<file path="config.mk">
export PLATFORM = sky130hd
export DESIGN_NAME = mbk_irq_ctrl
export DESIGN_NICKNAME = d
export VERILOG_FILES = /design/src/rtl/mbk_irq_pkg.sv /design/src/rtl/mbk_rst_sync.sv /design/src/rtl/mbk_irq_mode.sv /design/src/rtl/mbk_irq_bank.sv /design/src/rtl/mbk_irq_route.sv /design/src/rtl/mbk_irq_ctrl.sv
export SDC_FILE = /design/constraint.sdc
export NUM_CORES = 1
export LEC_CHECK = 0
export ABC_AREA = 1
export CELL_PAD_IN_SITES_DETAIL_PLACEMENT = 1
export CELL_PAD_IN_SITES_GLOBAL_PLACEMENT = 1
export CORE_UTILIZATION = 30
export DETAILED_ROUTE_END_ITERATION = 10
export MAX_ROUTING_LAYER = met4
export PLACE_DENSITY_LB_ADDON = 0.1
export SYNTH_ARGS = -nofsm -noshare
export SYNTH_HDL_FRONTEND = slang
export SYNTH_SLANG_ARGS = --single-unit
export TNS_END_PERCENT = 20
</file>
<file path="constraint.sdc">
create_clock -name clk -period 1 [get_ports clk]
set_input_delay 0.15 -clock clk [delete_from_list [all_inputs] [get_ports clk]]
set_output_delay 0.15 -clock clk [all_outputs]
set_load 0.02 [all_outputs]
</file>
<file path="src/rtl/mbk_irq_pkg.sv">
package mbk_irq_pkg;

  localparam int unsigned REG_W = 16;

  // status bit positions shared by both banks
  localparam int unsigned BIT_RX_END = 15;
  localparam int unsigned BIT_OVF    = 11;
  localparam int unsigned BIT_ALT9   = 9;
  localparam int unsigned BIT_ALT8   = 8;
  localparam int unsigned BIT_TX_END = 7;

  localparam logic [REG_W-1:0] SRC_USED = 16'h8B80;

  // mode word layout
  localparam int unsigned MODE_HI   = 15;
  localparam int unsigned MODE_LO   = 14;
  localparam int unsigned GATE_FIFO = 8;
  localparam int unsigned GATE_MF   = 4;
  localparam int unsigned GATE_SLOW = 0;

  localparam logic [REG_W-1:0] MODE_USED = 16'hC111;
  localparam logic [REG_W-1:0] MODE_RST  = 16'h0111;

  typedef enum logic [1:0] {
    XM_SLOW = 2'b00,
    XM_RSVD = 2'b01,
    XM_FAST = 2'b10,
    XM_MED  = 2'b11
  } xfer_mode_e;

  typedef enum logic [1:0] {
    BK_NONE = 2'b00,
    BK_SLOW = 2'b01,
    BK_MF   = 2'b10
  } bank_sel_e;

  function automatic bank_sel_e bank_of(input logic [1:0] fld);
    bank_sel_e r;
    case (xfer_mode_e'(fld))
      XM_SLOW: r = BK_SLOW;
      XM_FAST: r = BK_MF;
      XM_MED:  r = BK_MF;
      default: r = BK_NONE;
    endcase
    return r;
  endfunction

endpackage

</file>
<file path="src/rtl/mbk_rst_sync.sv">
module mbk_rst_sync (
  input  logic clk,
  input  logic rst_n,
  output logic rst_q
);
  logic s1_q;
  logic s2_q;

  always_ff @(posedge clk or negedge rst_n) begin
    if (!rst_n) begin
      s1_q <= 1'b0;
      s2_q <= 1'b0;
    end else begin
      s1_q <= 1'b1;
      s2_q <= s1_q;
    end
  end

  assign rst_q = s2_q;
endmodule

</file>
<file path="src/rtl/mbk_irq_mode.sv">
module mbk_irq_mode
  import mbk_irq_pkg::*;
(
  input  logic             clk,
  input  logic             rst_q,
  input  logic             we,
  input  logic [REG_W-1:0] wdata,
  output logic [REG_W-1:0] mode_word,
  output logic [1:0]       mode_fld
);
  logic [REG_W-1:0] word_q;
  logic [REG_W-1:0] word_d;
  logic             word_en;

  always_comb begin
    word_en = we;
    word_d  = wdata & MODE_USED;
  end

  always_ff @(posedge clk or negedge rst_q) begin
    if (!rst_q) begin
      word_q <= MODE_RST;
    end else if (word_en) begin
      word_q <= word_d;
    end
  end

  assign mode_word = word_q;
  assign mode_fld  = word_q[MODE_HI:MODE_LO];
endmodule

</file>
<file path="src/rtl/mbk_irq_bank.sv">
module mbk_irq_bank #(
  parameter int unsigned          W    = 16,
  parameter logic [W-1:0]         USED = '1
) (
  input  logic         clk,
  input  logic         rst_q,
  input  logic [W-1:0] evt_vec,
  input  logic         evt_en,
  input  logic         mask_we,
  input  logic         clr_we,
  input  logic [W-1:0] wdata,
  output logic [W-1:0] status,
  output logic [W-1:0] mask
);
  logic [W-1:0] stat_q, stat_d;
  logic [W-1:0] mask_q, mask_d;
  logic         stat_en;
  logic         mask_en;

  // clear first, then events: an event in the same cycle wins
  always_comb begin
    stat_d = stat_q;
    if (clr_we) begin
      stat_d = stat_d & ~wdata;
    end
    if (evt_en) begin
      stat_d = stat_d | evt_vec;
    end
    stat_d  = stat_d & USED;
    stat_en = clr_we | (evt_en & (|evt_vec));
  end

  always_comb begin
    mask_d  = wdata & USED;
    mask_en = mask_we;
  end

  always_ff @(posedge clk or negedge rst_q) begin
    if (!rst_q) begin
      stat_q <= '0;
    end else if (stat_en) begin
      stat_q <= stat_d;
    end
  end

  always_ff @(posedge clk or negedge rst_q) begin
    if (!rst_q) begin
      mask_q <= USED;
    end else if (mask_en) begin
      mask_q <= mask_d;
    end
  end

  assign status = stat_q;
  assign mask   = mask_q;
endmodule

</file>
<file path="src/rtl/mbk_irq_route.sv">
module mbk_irq_route
  import mbk_irq_pkg::*;
#(
  parameter int unsigned NBANK = 2
) (
  input  logic [1:0]                  mode_fld,
  input  logic [NBANK-1:0]            bank_gate,
  input  logic [NBANK-1:0][REG_W-1:0] stat,
  input  logic [NBANK-1:0][REG_W-1:0] mask,
  output logic [NBANK-1:0]            evt_en,
  output logic                        irq
);
  bank_sel_e            sel;
  logic [NBANK-1:0]     pend;

  always_comb begin
    sel    = bank_of(mode_fld);
    evt_en = '0;
    case (sel)
      BK_SLOW: evt_en[0] = 1'b1;
      BK_MF:   evt_en[1] = 1'b1;
      default: evt_en    = '0;
    endcase
  end

  for (genvar b = 0; b < NBANK; b++) begin : g_pend
    assign pend[b] = evt_en[b] & ~bank_gate[b] & (|(stat[b] & ~mask[b]));
  end

  assign irq = |pend;
endmodule

</file>
<file path="src/rtl/mbk_irq_ctrl.sv">
module mbk_irq_ctrl
  import mbk_irq_pkg::*;
#(
  parameter int unsigned ADDR_W    = 4,
  parameter int unsigned MODE_ADR  = 0,
  parameter int unsigned SLOW_BASE = 4,
  parameter int unsigned MF_BASE   = 8
) (
  input  logic              clk,
  input  logic              rst_n,
  input  logic [ADDR_W-1:0] bus_addr,
  input  logic              bus_we,
  input  logic [REG_W-1:0]  bus_wdata,
  output logic [REG_W-1:0]  bus_rdata,
  input  logic              evt_rx_end,
  input  logic              evt_ovf,
  input  logic              evt_alt9,
  input  logic              evt_alt8,
  input  logic              evt_tx_end,
  output logic              irq
);
  localparam int unsigned NBANK   = 2;
  localparam int unsigned OFS_STS = 0;
  localparam int unsigned OFS_MSK = 1;
  localparam int unsigned OFS_CLR = 2;

  function automatic logic [ADDR_W-1:0] bank_base(input int unsigned b);
    return (b == 0) ? ADDR_W'(SLOW_BASE) : ADDR_W'(MF_BASE);
  endfunction

  logic                        rst_q;
  logic [REG_W-1:0]            mode_word;
  logic [1:0]                  mode_fld;
  logic                        mode_we;
  logic [REG_W-1:0]            evt_vec;
  logic [NBANK-1:0][REG_W-1:0] bk_stat;
  logic [NBANK-1:0][REG_W-1:0] bk_mask;
  logic [NBANK-1:0]            bk_clr_we;
  logic [NBANK-1:0]            bk_msk_we;
  logic [NBANK-1:0]            bk_evt_en;
  logic [NBANK-1:0]            bk_gate;
  logic [REG_W-1:0]            rd_mux;

  mbk_rst_sync u_rst (
    .clk   (clk),
    .rst_n (rst_n),
    .rst_q (rst_q)
  );

  always_comb begin
    evt_vec             = '0;
    evt_vec[BIT_RX_END] = evt_rx_end;
    evt_vec[BIT_OVF]    = evt_ovf;
    evt_vec[BIT_ALT9]   = evt_alt9;
    evt_vec[BIT_ALT8]   = evt_alt8;
    evt_vec[BIT_TX_END] = evt_tx_end;
  end

  assign mode_we = bus_we && (bus_addr == ADDR_W'(MODE_ADR));

  mbk_irq_mode u_mode (
    .clk       (clk),
    .rst_q     (rst_q),
    .we        (mode_we),
    .wdata     (bus_wdata),
    .mode_word (mode_word),
    .mode_fld  (mode_fld)
  );

  assign bk_gate[0] = mode_word[GATE_SLOW];
  assign bk_gate[1] = mode_word[GATE_MF];

  for (genvar b = 0; b < NBANK; b++) begin : g_bank
    localparam logic [ADDR_W-1:0] BASE = (b == 0) ? ADDR_W'(SLOW_BASE) : ADDR_W'(MF_BASE);

    assign bk_msk_we[b] = bus_we && (bus_addr == BASE + ADDR_W'(OFS_MSK));
    assign bk_clr_we[b] = bus_we && (bus_addr == BASE + ADDR_W'(OFS_CLR));

    mbk_irq_bank #(
      .W    (REG_W),
      .USED (SRC_USED)
    ) u_bank (
      .clk     (clk),
      .rst_q   (rst_q),
      .evt_vec (evt_vec),
      .evt_en  (bk_evt_en[b]),
      .mask_we (bk_msk_we[b]),
      .clr_we  (bk_clr_we[b]),
      .wdata   (bus_wdata),
      .status  (bk_stat[b]),
      .mask    (bk_mask[b])
    );
  end

  mbk_irq_route #(
    .NBANK (NBANK)
  ) u_route (
    .mode_fld  (mode_fld),
    .bank_gate (bk_gate),
    .stat      (bk_stat),
    .mask      (bk_mask),
    .evt_en    (bk_evt_en),
    .irq       (irq)
  );

  always_comb begin
    rd_mux = '0;
    if (bus_addr == ADDR_W'(MODE_ADR)) begin
      rd_mux = mode_word;
    end
    for (int b = 0; b < NBANK; b++) begin
      if (bus_addr == bank_base(b) + ADDR_W'(OFS_STS)) begin
        rd_mux = bk_stat[b];
      end
      if (bus_addr == bank_base(b) + ADDR_W'(OFS_MSK)) begin
        rd_mux = bk_mask[b];
      end
    end
  end

  assign bus_rdata = rd_mux;
endmodule

</file>
# After elaboration in Yosys (flattened, before gate mapping)
# Cells that the tools add are included.
word_totals:
  regBits: 27
  input_bits: 28
  out_inout_bits: 17
  wordCells: 60
op_classes:
  eq_ne: 10
  muxes: 12
  n_bitwise: 19
  n_reduce_logical: 12
ops:
  columns: ["op", "count"]
  rows:
  - ["$mux 16", 9]
  - ["$and 16x16->16", 4]
  - ["$not 16->16", 3]
  - ["$or 16x16->16", 2]
  - ["$reduce_or 16->1", 2]
  - ["$eq 4x3->1 const B", 3]
  - ["$eq 4x4->1 const B", 3]
  - ["$and 1x1->1", 6]
  - ["$eq 2x2->1 const B", 3]
  - ["$logic_and 1x1->1", 5]
  - ["$reduce_or 5->1", 1]
  - ["$logic_not 4->1", 1]
  - ["$pmux 2 s2", 1]
  - ["$reduce_or 2->1", 2]
  - ["$eq 2x1->1 const B", 1]
  - ["$logic_not 2->1", 1]
  - ["$mux 1", 2]
  - ["$not 1->1", 2]
  - ["$or 1x1->1", 2]

# Depth between registers and ports, before layout
depth:
  depth_word: 8
  depth_mapped: 6
  depth_no_buf: 6

# Modules after synthesis
# A second synthesis with hierarchy kept.
hier_totals:
  hier_cells: 442
  area_unflattened_um2: 2633.8
by_module_without_submodules:
  columns: ["module", "instances", "cells_each", "area_each_um2", "seq_area_each_um2"]
  rows:
  - ["mbk_irq_bank", 2, 69, 578.1, 256.5]
  - ["mbk_irq_ctrl", 1, 171, 767.0, 0.0]
  - ["mbk_irq_route", 1, 95, 366.6, 0.0]
  - ["mbk_irq_mode", 1, 35, 290.3, 128.9]
  - ["mbk_rst_sync", 1, 3, 53.8, 50.0]

# Least setup slack after synthesis
# Ideal clock, no wire load.
synth_path:
  path_type: "register to output"
  from: "register g_bank[1].u_bank.mask_q[9]"
  to: "output irq"
  t_arrival_ns: 0.934
  required_ns: 0.850
  setup_slack_ns: -0.084
  path_stages_with_launch: 6
  path_buffers: 0
  path_cell_list: "dfstp_2 -> inv_1 -> nand2_1 -> nand3_1 -> o21ai_0 -> nand2_1"
synth_via:
  elab_chain_cells: 5
synth_rtl:
  columns: ["item", "line", "rtl"]
  rows:
  - ["from (decl)", "mbk_irq_bank.sv:16", "logic [W-1:0] mask_q, mask_d;"]
  - ["from (signal assigned)", "mbk_irq_bank.sv:50", "mask_q <= mask_d;"]
  - ["$not 16->16", "mbk_irq_route.sv:27", "assign pend[b] = evt_en[b] & ~bank_gate[b] & (|(stat[b] & ~mask[b]));"]
  - ["$and 16x16->16", "mbk_irq_route.sv:27", null]
  - ["$reduce_or 16->1", "mbk_irq_route.sv:27", null]
  - ["$and 1x1->1", "mbk_irq_route.sv:27", null]
  - ["$reduce_or 2->1", "mbk_irq_route.sv:30", "assign irq = |pend;"]
  - ["to (decl)", "mbk_irq_ctrl.sv:20", "output logic irq"]
# No other way between the ends.

# Worst setup path in the final report
layout_path:
  from: "register g_bank[1].u_bank.mask_q[8]"
  to: "output irq"
# Same word-level chain as after synthesis.

==> flow_summary_export.csv <==
group,metric,value,unit
run_status,status,"complete, but fails checks",
run_status,violations,"negative setup slack",
route,drcViolationCount,0,
route,ant_nets,0,
placed_design,preCtsSetupSlack,-1.05,ns
global_routing,grt_pass1_wl,7.71,mm
cells_and_area,syn2layout_area_growth,55.1,%
critical_path,r2r_start,"u_mode.mode_word[15]",
pwr,powerDensity,1460,nW/um2
sta,fmax,663,MHz
route,drt_iter0_drc,38,
global_routing,grt-ovfl-total,0,
logic_synthesis,avgSynthCellArea,7.65,um2
clock_network,cts_buffers,3,
logic_synthesis,ys_types,22,
sta,period_share,151,%
clock_network,cts.sinks,27,
sta,holdWs,0.222,ns
global_routing,antenna_found_initial,0,
logic_synthesis,synth-seq-area-share,46.6,%
sta,rsz0062_at_grt,"yes",
placed_design,placed_area,2020,um2
route,routed_wl,4.78,mm
placed_design,hpwl,3.59,mm
critical_path,cp_max_fo,2,
sta,timing.final.setup_violations,11,
placed_design,gp_congestion,0.810,
route,via_per_inst,4.47,
route,first_pass_iters,4,
run,max-cap-violations,0,
cells_and_area,n_antenna_cell,0,
critical_path,crit_top_cell,"nand2_2",
min_path,hold_path_class,"reg2async",
cells_and_area,drive_gt1_share,45.5,%
critical_path,rr_endpoint,"g_bank[0].u_bank.status[8]",
cells_and_area,fillers,594,
logic_synthesis,ys_ff_latch,27,
floorplan,die_area,5230,um2
logic_synthesis,synth_warnings,0,
sta,setup_tns,-2.97,ns
logic_synthesis,netlist_instances,194,
cells_and_area,final_area,2300,um2
floorplan,pin_count,45,
clock_network,path_clk_slew,0.11,ns
sta,final_hold_viol_count,0,
floorplan,core,4750,um2
critical_path,critical_path_arrival,1.36,ns
cells_and_area,multi_input_area,801,um2
floorplan,fp-row-count,25,
route,wl_per_cell,14.8,um
critical_path,crit_path_top_delay_cell,"dfstp_2",
critical_path,crit_required,0.85,ns
critical_path,rr_worst_depth,6,
global_routing,grt_use_total,20.0,%
cells_and_area,finalNetCount,284,
critical_path,path_class,"reg2out",
floorplan,initial_utilization,31.2,%
pwr,ir_worst_vdd,0.879,mV
clock_network,worstSkewPairLatency,0.28,ns
clock_network,clock-root-buffer,"clkbuf_8",
clock_network,cts_tree,"built",
critical_path,cpPeakStageDelay,0.55,ns
sta,finClkSkew,0.00557,ns
floorplan,die_w,72.3,um
clock_network,cts_buffer_depth,2,
critical_path,path_cells,"inv_1 > nand2_2 > nand2_2 > o21ai_2 > nand2_2 > buf_6",
sta,fin_crit,1.51,ns
sta,setup_slack,-0.509,ns
logic_synthesis,syn_area,1480,um2
global_routing,grt_max_degree,26,
critical_path,worstSetupEndpointType,"output port",
pwr,p_leak,1.04,nW
critical_path,rrSetupSlack,0.07,ns
placed_design,port_buffers,28,
clock_network,h-tree-depth,1,
route,dr_total_vias,1438,
cells_and_area,regArea,692,um2
global_routing,grt_pass1_vias,1594,
sta,final_max_slew_viol_count,0,
critical_path,startpoint_type,"register",
floorplan,die_h,72.3,um
## what timing repair did
| item | CTS | global route |
|---|---|---|
| resized for setup | 93 | 39 |
| hold endpoints to repair | 2 | 0 |
| hold buffers | 1 | 0 |
| buffers inserted | 3 | 3 |
| cloned | 0 | 0 |
| pin swaps | 22 | 11 |
| setup endpoints to repair | 34 | 34 |
## cells in the final DEF (no fill, tap or decap), types with 2 or more instances in the layout
master           count
dfstp_2             13
clkdlybuf4s15_2      3
nand3_2              6
inv_4                2
nor2_1               7
nand3_4              2
clkbuf_8             3
nor2_4               7
clkdlybuf4s50_1     14
nand2_4              3
inv_1                9
inv_2               15
dfrtp_1             14
buf_12               3
nor2_2               2
buf_4               25
nand4_1              3
nand2_2             12
o21ai_2              4
o21ai_0             16
o21ai_1              6
nand2_1             50
conb_1               9
buf_6               11
nand3_1              8
## cells in the mapped netlist
master   count  area share [%]
o21a_1       1            0.51
o21ai_1      1            0.34
inv_1       24             6.1
dfstp_2     13              23
dfrtp_1     14              24
nor3_1       1            0.34
nor2_1      13             3.3
nand2_2      2            0.84
nor2_4       2             1.5
nand4_1      3             1.3
nand2_4      1            0.76
buf_4        8             4.0
conb_1       2            0.51
nor3_4       1             1.1
nand3_1     14             4.7
nor2_8       1             1.3
nor2_2       1            0.42
inv_2        2            0.51
nand2_1     62              16
nand3_2      2             1.3
buf_2        1            0.34
o21ai_0     25             8.4
## through the flow
step / cells / total power, mW / util, %
2_1_floorplan: 201 / 1.97 / -
3_3_place_gp: 312 / 2.39 / 42.6
3_5_place_dp: 312 / 2.43 / 42.6
4_1_cts: 320 / 3.24 / 45.7
5_1_grt: 322 / 3.55 / 48.4
6_report: 322 / 3.36 / 48.4
## worst max path at each step
stage | from | end | slack (ns)
floorplan | g_bank[0].u_bank.mask[7] | irq | -0.05
global placement | bus_addr[0] | bus_rdata[11] | -0.98
detailed placement | bus_addr[3] | bus_rdata[15] | -1.05
CTS | g_bank[1].u_bank.mask[9] | irq | -0.54
global route | g_bank[1].u_bank.mask[15] | irq | -0.57
finish | g_bank[1].u_bank.mask[8] | irq | -0.51
## final cells by class
type,count,share of cell area (%)
multi-input combinational,139,34.8
sequential,27,30.1
timing repair buffer,59,24.9
inverter,26,4.46
tap,67,3.64
clock buffer,3,1.79
clock inverter,1,0.380
## state kept, by name (all words and copies together) (netlist names)
| name | flops |
|---|---|
| g_bank.u_bank.status | 10 |
| u_rst.s1_q | 1 |
| g_bank.u_bank.mask | 10 |
| u_rst.rst_q | 1 |
| u_mode.mode_word | 5 |
## worst max-delay path: cells and delay by family, from the launching register on
| family | cells | cell delay, ns |
|---|---|---|
| simple gates | 3 | 0.21 |
| buf+inv | 2 | 0.18 |
| flops | 1 | 0.55 |
| compound gates | 1 | 0.15 |
## layer usage
layer | routed length (um) | GRT usage, %
met5 | 0 | -
met4 | 53 | 4.79
met3 | 180 | 3.06
met2 | 2430 | 33.9
met1 | 2110 | 25.2
## where the power goes
group / internal, mW / total [mW] / switching [mW]
Sequential: 1.37 / 1.51 / 0.141
Combinational: 0.516 / 1.15 / 0.639
Clock: 0.294 / 0.693 / 0.400
## cell families (layout without fill, tap and decap cells)
family,count (synthesis),after routing,share of synthesized area [%]
flip-flops,27,27,46.6
other,2,9,0.506
AND/OR/NAND/NOR,103,103,32.6
buffers and inverters,35,89,11.0
AO/OA/AOI/OAI,27,27,9.27
No activity file was read; power rests on OpenSTA's default activity.
